## src/rtl/fcmp_pkg.sv

```systemverilog
package fcmp_pkg;

  localparam int FCSR_W   = 32;
  localparam int CC_IDX_W = 3;

  localparam logic [4:0] CC0_POS       = 5'd23;
  localparam logic [4:0] CCN_BASE      = 5'd24;
  localparam logic [4:0] INV_CAUSE_POS = 5'd16;
  localparam logic [4:0] INV_FLAG_POS  = 5'd6;

  // Bits the unit may modify; everything else passes through.
  localparam logic [FCSR_W-1:0] MANAGED_MASK = 32'hFE81_0040;

  typedef enum logic [1:0] {
    FMT_SINGLE = 2'd0,
    FMT_DOUBLE = 2'd1,
    FMT_PAIRED = 2'd2,
    FMT_RSVD   = 2'd3
  } fmt_e;

  typedef enum logic [1:0] {
    PRED_EQ    = 2'd0,
    PRED_LT    = 2'd1,
    PRED_LE    = 2'd2,
    PRED_NEVER = 2'd3
  } pred_e;

  typedef struct packed {
    logic upd;   // write the condition code
    logic cond;  // value to write
    logic inv;   // raise invalid operation
  } lane_res_t;

  function automatic logic [4:0] cc_pos(input logic [CC_IDX_W-1:0] idx);
    return (idx == '0) ? CC0_POS : (CCN_BASE + {2'b00, idx});
  endfunction

  function automatic logic [FCSR_W-1:0] apply_lane(input logic [FCSR_W-1:0] f,
                                                   input lane_res_t r,
                                                   input logic [CC_IDX_W-1:0] idx);
    logic [FCSR_W-1:0] o;
    o = f;
    if (r.inv) begin
      o[INV_CAUSE_POS] = 1'b1;
      o[INV_FLAG_POS]  = 1'b1;
    end
    if (r.upd) begin
      o[cc_pos(idx)] = r.cond;
    end
    return o;
  endfunction

endpackage

```

## src/rtl/fcmp_class.sv

```systemverilog
module fcmp_class #(
  parameter int EXP_W  = 8,
  parameter int FRAC_W = 23,
  localparam int W     = 1 + EXP_W + FRAC_W
) (
  input  logic [W-1:0]   v,
  output logic           sign,
  output logic [W-2:0]   mag,
  output logic           is_zero,
  output logic           is_nan,
  output logic           is_qnan
);
  logic [EXP_W-1:0]  exp_f;
  logic [FRAC_W-1:0] frac_f;

  always_comb begin
    exp_f   = v[W-2:FRAC_W];
    frac_f  = v[FRAC_W-1:0];
    sign    = v[W-1];
    mag     = v[W-2:0];
    is_zero = ~|v[W-2:0];
    is_nan  = (&exp_f) & (|frac_f);
    // legacy convention: top fraction bit clear means quiet
    is_qnan = is_nan & ~frac_f[FRAC_W-1];
  end
endmodule

```

## src/rtl/fcmp_order.sv

```systemverilog
module fcmp_order #(
  parameter int MAG_W = 31
) (
  input  logic             a_sign,
  input  logic [MAG_W-1:0] a_mag,
  input  logic             a_zero,
  input  logic             b_sign,
  input  logic [MAG_W-1:0] b_mag,
  input  logic             b_zero,
  output logic             lt,
  output logic             eq
);
  always_comb begin
    eq = (a_zero & b_zero) | ((a_sign == b_sign) & (a_mag == b_mag));
    if (a_zero & b_zero) begin
      lt = 1'b0;
    end else if (a_sign != b_sign) begin
      lt = a_sign;
    end else if (!a_sign) begin
      lt = (a_mag < b_mag);
    end else begin
      lt = (a_mag > b_mag);
    end
  end
endmodule

```

## src/rtl/fcmp_lane.sv

```systemverilog
module fcmp_lane
  import fcmp_pkg::*;
#(
  parameter int EXP_W  = 8,
  parameter int FRAC_W = 23,
  localparam int W     = 1 + EXP_W + FRAC_W
) (
  input  logic [W-1:0] a,
  input  logic [W-1:0] b,
  input  pred_e        pred,
  input  logic         unord_val,
  input  logic         sig_qnan,
  output lane_res_t    res
);
  logic         a_s, b_s, a_z, b_z, a_n, b_n, a_q, b_q;
  logic [W-2:0] a_m, b_m;
  logic         lt, eq, ordered_res;

  fcmp_class #(.EXP_W(EXP_W), .FRAC_W(FRAC_W)) u_cls_a (
    .v(a), .sign(a_s), .mag(a_m), .is_zero(a_z), .is_nan(a_n), .is_qnan(a_q)
  );

  fcmp_class #(.EXP_W(EXP_W), .FRAC_W(FRAC_W)) u_cls_b (
    .v(b), .sign(b_s), .mag(b_m), .is_zero(b_z), .is_nan(b_n), .is_qnan(b_q)
  );

  fcmp_order #(.MAG_W(W-1)) u_ord (
    .a_sign(a_s), .a_mag(a_m), .a_zero(a_z),
    .b_sign(b_s), .b_mag(b_m), .b_zero(b_z),
    .lt(lt), .eq(eq)
  );

  always_comb begin
    unique case (pred)
      PRED_EQ:    ordered_res = eq;
      PRED_LT:    ordered_res = lt;
      PRED_LE:    ordered_res = lt | eq;
      default:    ordered_res = 1'b0;
    endcase
    res.inv  = sig_qnan & (a_q | b_q);
    res.upd  = ~res.inv;
    res.cond = (a_n | b_n) ? unord_val : ordered_res;
  end
endmodule

```

## src/rtl/fcmp_ccu.sv

```systemverilog
module fcmp_ccu
  import fcmp_pkg::*;
#(
  parameter int SP_EXP  = 8,
  parameter int SP_FRAC = 23,
  parameter int DP_EXP  = 11,
  parameter int DP_FRAC = 52,
  parameter int LANES   = 2,
  localparam int SP_W   = 1 + SP_EXP + SP_FRAC,
  localparam int DP_W   = 1 + DP_EXP + DP_FRAC
) (
  input  logic              clk,
  input  logic              rst_n,
  input  logic              start,
  input  logic [1:0]        fmt,
  input  logic [1:0]        pred,
  input  logic              unord_val,
  input  logic              sig_qnan,
  input  logic [2:0]        cc_idx,
  input  logic [DP_W-1:0]   opa,
  input  logic [DP_W-1:0]   opb,
  input  logic [31:0]       fcsr_in,
  output logic [31:0]       fcsr_out,
  output logic              done
);
  pred_e               pred_s;
  fmt_e                fmt_s;
  lane_res_t           dp_res;
  lane_res_t           sp_res [LANES];
  logic [FCSR_W-1:0]   fcsr_d, fcsr_q;
  logic                done_q;
  logic [CC_IDX_W-1:0] cc_hi;

  assign pred_s = pred_e'(pred);
  assign fmt_s  = fmt_e'(fmt);
  assign cc_hi  = cc_idx + 3'd1;

  fcmp_lane #(.EXP_W(DP_EXP), .FRAC_W(DP_FRAC)) u_dp_lane (
    .a(opa), .b(opb), .pred(pred_s), .unord_val(unord_val),
    .sig_qnan(sig_qnan), .res(dp_res)
  );

  for (genvar g = 0; g < LANES; g++) begin : g_sp
    fcmp_lane #(.EXP_W(SP_EXP), .FRAC_W(SP_FRAC)) u_sp_lane (
      .a(opa[g*SP_W +: SP_W]), .b(opb[g*SP_W +: SP_W]), .pred(pred_s),
      .unord_val(unord_val), .sig_qnan(sig_qnan), .res(sp_res[g])
    );
  end

  // next-state
  always_comb begin
    fcsr_d = fcsr_in;
    unique case (fmt_s)
      FMT_SINGLE: fcsr_d = apply_lane(fcsr_in, sp_res[0], cc_idx);
      FMT_DOUBLE: fcsr_d = apply_lane(fcsr_in, dp_res, cc_idx);
      FMT_PAIRED: fcsr_d = apply_lane(apply_lane(fcsr_in, sp_res[0], cc_idx),
                                      sp_res[1], cc_hi);
      default:    fcsr_d = fcsr_in;
    endcase
  end

  // registers
  always_ff @(posedge clk or negedge rst_n) begin
    if (!rst_n) begin
      fcsr_q <= '0;
      done_q <= 1'b0;
    end else begin
      done_q <= start;
      if (start) begin
        fcsr_q <= fcsr_d;
      end
    end
  end

  assign fcsr_out = fcsr_q;
  assign done     = done_q;
endmodule

```

## config.mk

```make
export PLATFORM = sky130hd
export DESIGN_NAME = fcmp_ccu
export DESIGN_NICKNAME = d
export VERILOG_FILES = /design/src/rtl/fcmp_pkg.sv /design/src/rtl/fcmp_class.sv /design/src/rtl/fcmp_order.sv /design/src/rtl/fcmp_lane.sv /design/src/rtl/fcmp_ccu.sv
export SDC_FILE = /design/constraint.sdc
export NUM_CORES = 1
export LEC_CHECK = 0
export CAP_MARGIN = 20
export CORE_ASPECT_RATIO = 1.2
export CORE_MARGIN = 5
export CORE_UTILIZATION = 43
export DETAILED_ROUTE_END_ITERATION = 10
export GPL_TIMING_DRIVEN = 0
export PLACE_DENSITY = 0.83
export SLEW_MARGIN = 20
export SYNTH_ARGS = -nofsm -noshare
export SYNTH_HDL_FRONTEND = slang
export SYNTH_SLANG_ARGS = --single-unit
export TNS_END_PERCENT = 10
```

## constraint.sdc

```tcl
create_clock -name clk -period 1.1 [get_ports clk]
set_input_delay 0.165 -clock clk [delete_from_list [all_inputs] [get_ports clk]]
set_output_delay 0.165 -clock clk [all_outputs]
set_load 0.02 [all_outputs]
```

**After elaboration in Yosys (flattened, before gate mapping)**

Cells that the tools add are included.
Widths: inputs -> output; s select.

- Bits in registers: 33
- Input bits: 172
- Output and inout bits: 33
- Logic and storage cells: 140

- Bitwise gates (word level): 39
- Equal/unequal tests: 11
- Reduce and logical (&&, ||, !) cells: 30
- Add/subtract/negate cells: 3
- Muxes and demuxes: 45
- $lt $le $gt $ge: 10

Operators with widths:

| kind | count |
|---|---|
| $mux 32 | 5 |
| $bwmux 32 | 4 |
| $reduce_or 63->1 | 2 |
| $reduce_or 31->1 | 4 |
| $reduce_or 52->1 | 2 |
| $pmux 32 s3 | 1 |
| $reduce_or 23->1 | 4 |
| $eq 63x63->1 | 1 |
| $gt 63x63->1 | 1 |
| $lt 63x63->1 | 1 |
| $eq 31x31->1 | 2 |
| $gt 31x31->1 | 2 |
| $lt 31x31->1 | 2 |
| $reduce_and 8->1 | 4 |
| $mux 1 | 28 |
| $reduce_and 11->1 | 2 |
| $and 1x1->1 | 21 |
| $lt 5x6->1 const B | 2 |
| $or 1x1->1 | 12 |
| $add 4x4->5 const A | 2 |
| $demux 1 s5 | 2 |
| $ge 5x1->1 const B | 2 |
| $mux 5 | 2 |
| $pmux 1 s3 | 3 |
| 10 further kinds | 27 |

**Depth between registers and ports, before layout**

- Word-level depth: 15
- Mapped depth: 11
- Depth with buffers taken out: 11

**Cells and area by module**

A second synthesis with hierarchy kept.

- Cell total of the unflattened synthesis: 1,083
- Area total of the unflattened synthesis: 8,360.5 sq um

By module, submodules not included:

| module | times used | seq. area each (sq um) | cells an instance | area each (sq um) |
|---|---|---|---|---|
| fcmp_ccu | 1 | 825.8 | 224 | 2,182.1 |
| fcmp_order at g_sp[0].u_sp_lane.u_ord ... | 2 | 0.0 | 114 | 835.8 |
| fcmp_order at u_dp_lane.u_ord | 1 | 0.0 | 229 | 1,617.8 |
| fcmp_class at g_sp[0].u_sp_lane.u_cls_a ... | 4 | 0.0 | 48 | 354.1 |
| fcmp_class at u_dp_lane.u_cls_a ... | 2 | 0.0 | 93 | 670.6 |
| fcmp_lane | 3 | 0.0 | 8 | 43.8 |

**Least setup slack after synthesis**

No wires, ideal clock.

- Path type: input to register
- From: in opa[34]
- To: reg fcsr_q[24], in the netlist fcsr_out[24]
- Slack: -1,623 ps
- Path buffers: 0
- Stages: 9
- Required time: 976 ps
- Setup time: 124 ps
- Arrival: 2,599 ps
- Cell sequence: or4_4 or4_4 nor2_2 nand3_1 or4b_4 nor4b_4 a32oi_4 a211oi_1 a211o_1

- Longest elaborated chain between the ends: 10
- Elaborated cells on any way between the ends: 45
- Classes of those cells: order compare: 4; eq/ne: 2; mux: 15; bitwise: 18; reduce/logical: 6

RTL lines:

| item | RTL line | source |
|---|---|---|
| start: declaration | fcmp_ccu.sv:20 | `input logic [DP_W-1:0] opa,` |
| $lt 63x63->1, or another cell as far along | fcmp_order.sv:20 | `lt = (a_mag < b_mag);` |
| $mux 1 / $logic_not 1->1 (equally long branches) | fcmp_order.sv:19, fcmp_class.sv:21 |  |
| $mux 1 / $and 1x1->1 (equally long branches) | fcmp_order.sv:17, fcmp_order.sv:14, fcmp_order.sv:15 |  |
| $mux 1 / $or 1x1->1 (equally long branches) | fcmp_order.sv:15, fcmp_order.sv:14 |  |
| $or 1x1->1 | fcmp_lane.sv:37 | `PRED_LE: ordered_res = lt \| eq;` |
| $pmux 1 s3 | fcmp_lane.sv:34 | `unique case (pred)` |
| $mux 1 | fcmp_lane.sv:42 | `res.cond = (a_n \| b_n) ? unord_val : ordered_res;` |
| $bwmux 32 | fcmp_pkg.sv:48 | `o[cc_pos(idx)] = r.cond;` |
| $mux 32 | fcmp_pkg.sv:47 | `if (r.upd) begin` |
| $pmux 32 s3 * | fcmp_ccu.sv:53 | `unique case (fmt_s)` |
| end signal: assignment | fcmp_ccu.sv:70 | `fcsr_q <= fcsr_d;` |
| end: declaration | fcmp_ccu.sv:30 | `logic [FCSR_W-1:0] fcsr_d, fcsr_q;` |

Mark *: on every way between the ends. The rest lies on a longest branch, timed or not.
A chain may end at the register's enable or synchronous reset.

**Worst setup path after layout**

- From: in opa[43]
- To: reg fcsr_q[27], in the netlist fcsr_out[27]

The elaborated chain is that of the path after synthesis.

==> flow_summary_export.csv <==
group,metric,value,unit
floorplan,fp-row-count,41,
drt,vias_per_cell,6.390,
final_layout,area_growth,78.33,%
global_routing,overflow,0,
final_layout,final_cell_area,8064,um2
yosys,synthTopCellsByArea,"ha_1 (19%), dfrtp_1 (18%), inv_1 (6.1%)",
yosys,yosysWarnings,0,
worst_setup_path,critPathCaptureType,"flop",
global_routing,top_usage_layer,"met2",
yosys,synth_top_area_cell,"ha_1",
sta,finalSetupViolCount,13,
sta,rsz0062_at_grt,"true",
floorplan,dieArea,12680,um2
worst_setup_path,path_buf_inv,3,
global_routing,grt_pass1_vias,6011,
outcome,outcome,"finished, violations left",
worst_setup_path,path_cells,"clkdlybuf4s50_1, nor4_2, nand4_1, buf_4, nor2_4, nand3_2, or4b_4, nor4b_4, a32oi_4, buf_12, a211oi_2, a211o_1",
hold_path,min_path_type,"in -> reg",
run,drv_cap,0,
yosys,synth_nets,810,
yosys,synth_top_area_share,19.09,%
floorplan,top_level_ports,205,
cts,htreeDepth,2,
drt,first_pass_iters,5,
yosys,synth-edff-count,0,
global_routing,grt_util_met1,32.02,%
sta,max_slew_margin,57.39,%
final_layout,nets,1046,
sta,tns,-21.07,ns
final_layout,drive_above_1_share,29.53,%
drt,routed_wl,20690,um
global_routing,grt.total_usage,27.37,%
sta,min_period_over_period,259.7,%
worst_setup_path,required,1.26,ns
cts,clkTransAtPathRegs,0.05,ns
worst_setup_path,cp_top_family,"simple AND/OR/NAND/NOR gates",
floorplan,coreArea,10410,um2
sta,fmax,350.1,MHz
power_and_ir_drop,p_leak,3.901,nW
cts,clockBufferDepth,2,
sta,slew_viol_final,0,
sta,final_hold_viol_count,0,
yosys,avgSynthCellArea,7.947,um2
final_layout,layout_common_cells,"clkdlybuf4s50_1 (82), dlymetal6s2s_1 (72), inv_1 (65), ha_1 (47), dfrtp_1 (33)",
sta,worst_slew_pin_slew,0.6392,ns
global_routing,grt_pass1_wl,29290,um
drt,drcViolationCount,0,
worst_setup_path,slowest_delay,0.52,ns
sta,fin_ws,-1.757,ns
placement,io_buffers,203,
placement,place_congestion,0.9273,
worst_setup_path,start_kind,"input port",
floorplan,initial_utilization,43.42,%
sta,fin_crit,2.857,ns
yosys,synth_seq_cells,33,
worst_setup_path,worst-path-max-fanout,6,
final_layout,final_common_cell,"clkdlybuf4s50_1",
yosys,synth_ff_type,"dfrtp_1",
global_routing,grt_max_degree,23,
placement,dp_hpwl,14510,um
global_routing,met3_usage,4.629,%
yosys,synth.distinct_cells,63,
drt,drt_iter0_markers,418,
drt,ant_nets,0,
yosys,async_flop_share,100.0,%
power_and_ir_drop,cellPowerDensity,695.1,nW/um2
global_routing,antenna_found_initial,1,
worst_setup_path,arrival,3.01,ns
placement,place_area,6738,um2
yosys,syn_area,4522,um2
outcome,violations,"negative setup slack",
cts,clock-sinks,33,
cts,insertion_delay,0.27,ns
cts,cts_root_buf,"clkbuf_16",
yosys,syn_inst,569,
worst_setup_path,crit_path_top_delay_cell,"or4b_4",
cts,cts_buffers,5,
sta,finClkSkew,0,ns
global_routing,grtUsageMet2,50.36,%
floorplan,die_h,122.3,um
drt,avgRoutedWirePerCell,22.10,um
power_and_ir_drop,ir_worst_vdd,0.0009533,V
yosys,seq_area_frac_synth,18.26,%
drt,vias,5981,
floorplan,fp.dieW,103.6,um
worst_setup_path,critPathKind,"in -> reg",
cts,cts_tree,"done",
## final timing paths
path / from / to / slack (ns) / cells past startpoint
min reg2reg: fcsr_out[16] / fcsr_out[16] / 0.50 / 1
max: opa[43] / fcsr_out[27] / -1.76 / 12
max reg2reg: fcsr_out[24] / fcsr_out[24] / -0.03 / 3
min in group asynchronous: rst_n / fcsr_out[18] / 0.32 / 2
max in group asynchronous: rst_n / fcsr_out[28] / 0.37 / 3
min: start / done / 0.15 / 1
## where the power goes
part | leakage (nW) | internal, W | switching (W) | total (W)
combinational | 3.45 | 0.00138 | 0.00144 | 0.00282
sequential | 0.382 | 0.00135 | 0.0000814 | 0.00143
clock | 0.0696 | 0.000829 | 0.000521 | 0.00135
## timing repair
action,4_1_cts,5_1_grt
endpoints found under the setup margin,65,30
hold buffers,1,0
hold endpoints to repair,11,0
resized for setup,188,221
setup buffers,12,14
pin swaps,25,72
## through the flow
step                total power, W  util, %  hold slack, ns  cells  setup WS, ns
CTS                       0.005279    69.63          0.1511    923        -1.839
detailed placement        0.003856    64.70         0.07339    902        -2.538
floorplan                 0.002514        -         -0.1306    569        -1.593
global placement          0.003775    64.48          0.4823    901        -2.454
finish                    0.005605    77.44          0.1531    936        -1.757
global route              0.005898    77.44          0.1592    936        -1.823
## cells in the mapped netlist, types with 4 or more instances
master,n
inv_1,73
ha_1,69
nand2_1,40
nor2_1,34
dfrtp_1,33
nor4_1,31
a21oi_1,29
nand4_1,25
nand3_1,22
o21ai_0,22
mux2_2,21
a211oi_1,11
clkbuf_1,9
o211ai_1,9
a31oi_1,8
nand2b_1,8
or3_1,8
nor3_1,7
a21o_1,6
and3_1,6
and4_1,6
o21ai_1,5
o22a_1,5
a221oi_1,4
o22ai_1,4
o31ai_1,4
## routing by layer
metal	vias to the layer above	wire, um	share of wire (%)
li1	2658	-	-
met4	0	999	4.8
met2	401	10430	50
met5	-	0	0
met1	2831	7545	36
met3	91	1713	8.3
## cell type report
| class | instances | area, um2 |
|---|---|---|
| multi-input cells | 454 | 4244 |
| clock buffers | 5 | 125.1 |
| well taps | 129 | 161.4 |
| flip-flops and latches | 33 | 825.8 |
| fillers | 674 | 2350 |
| clock inverters | 3 | 17.52 |
| repair buffers | 229 | 2321 |
| diodes | 1 | 2.502 |
| inverters | 73 | 274.0 |
| plain buffers | 9 | 92.59 |
## kinds of logic after synthesis
| family | synth area share, % |
|---|---|
| AOI/OAI and AO/OA | 24.71 |
| and+or+nand+nor | 24.88 |
| adders and majority gates | 19.09 |
| muxes | 5.672 |
| xor gates and xnor gates | 0.5812 |
| buffers and inverters | 6.807 |
| DFF | 18.26 |
## sequential cells by signal (all words and copies together), names as in the netlist
register  flops
done          1
fcsr_out     32
## worst reg2reg max path, cell delays in order, from the launching register on
cell     delay, ns
dfrtp_1       0.41
o22ai_1       0.27
a41oi_2       0.06
a211o_1       0.28
Power figures use the tool's default switching activity.
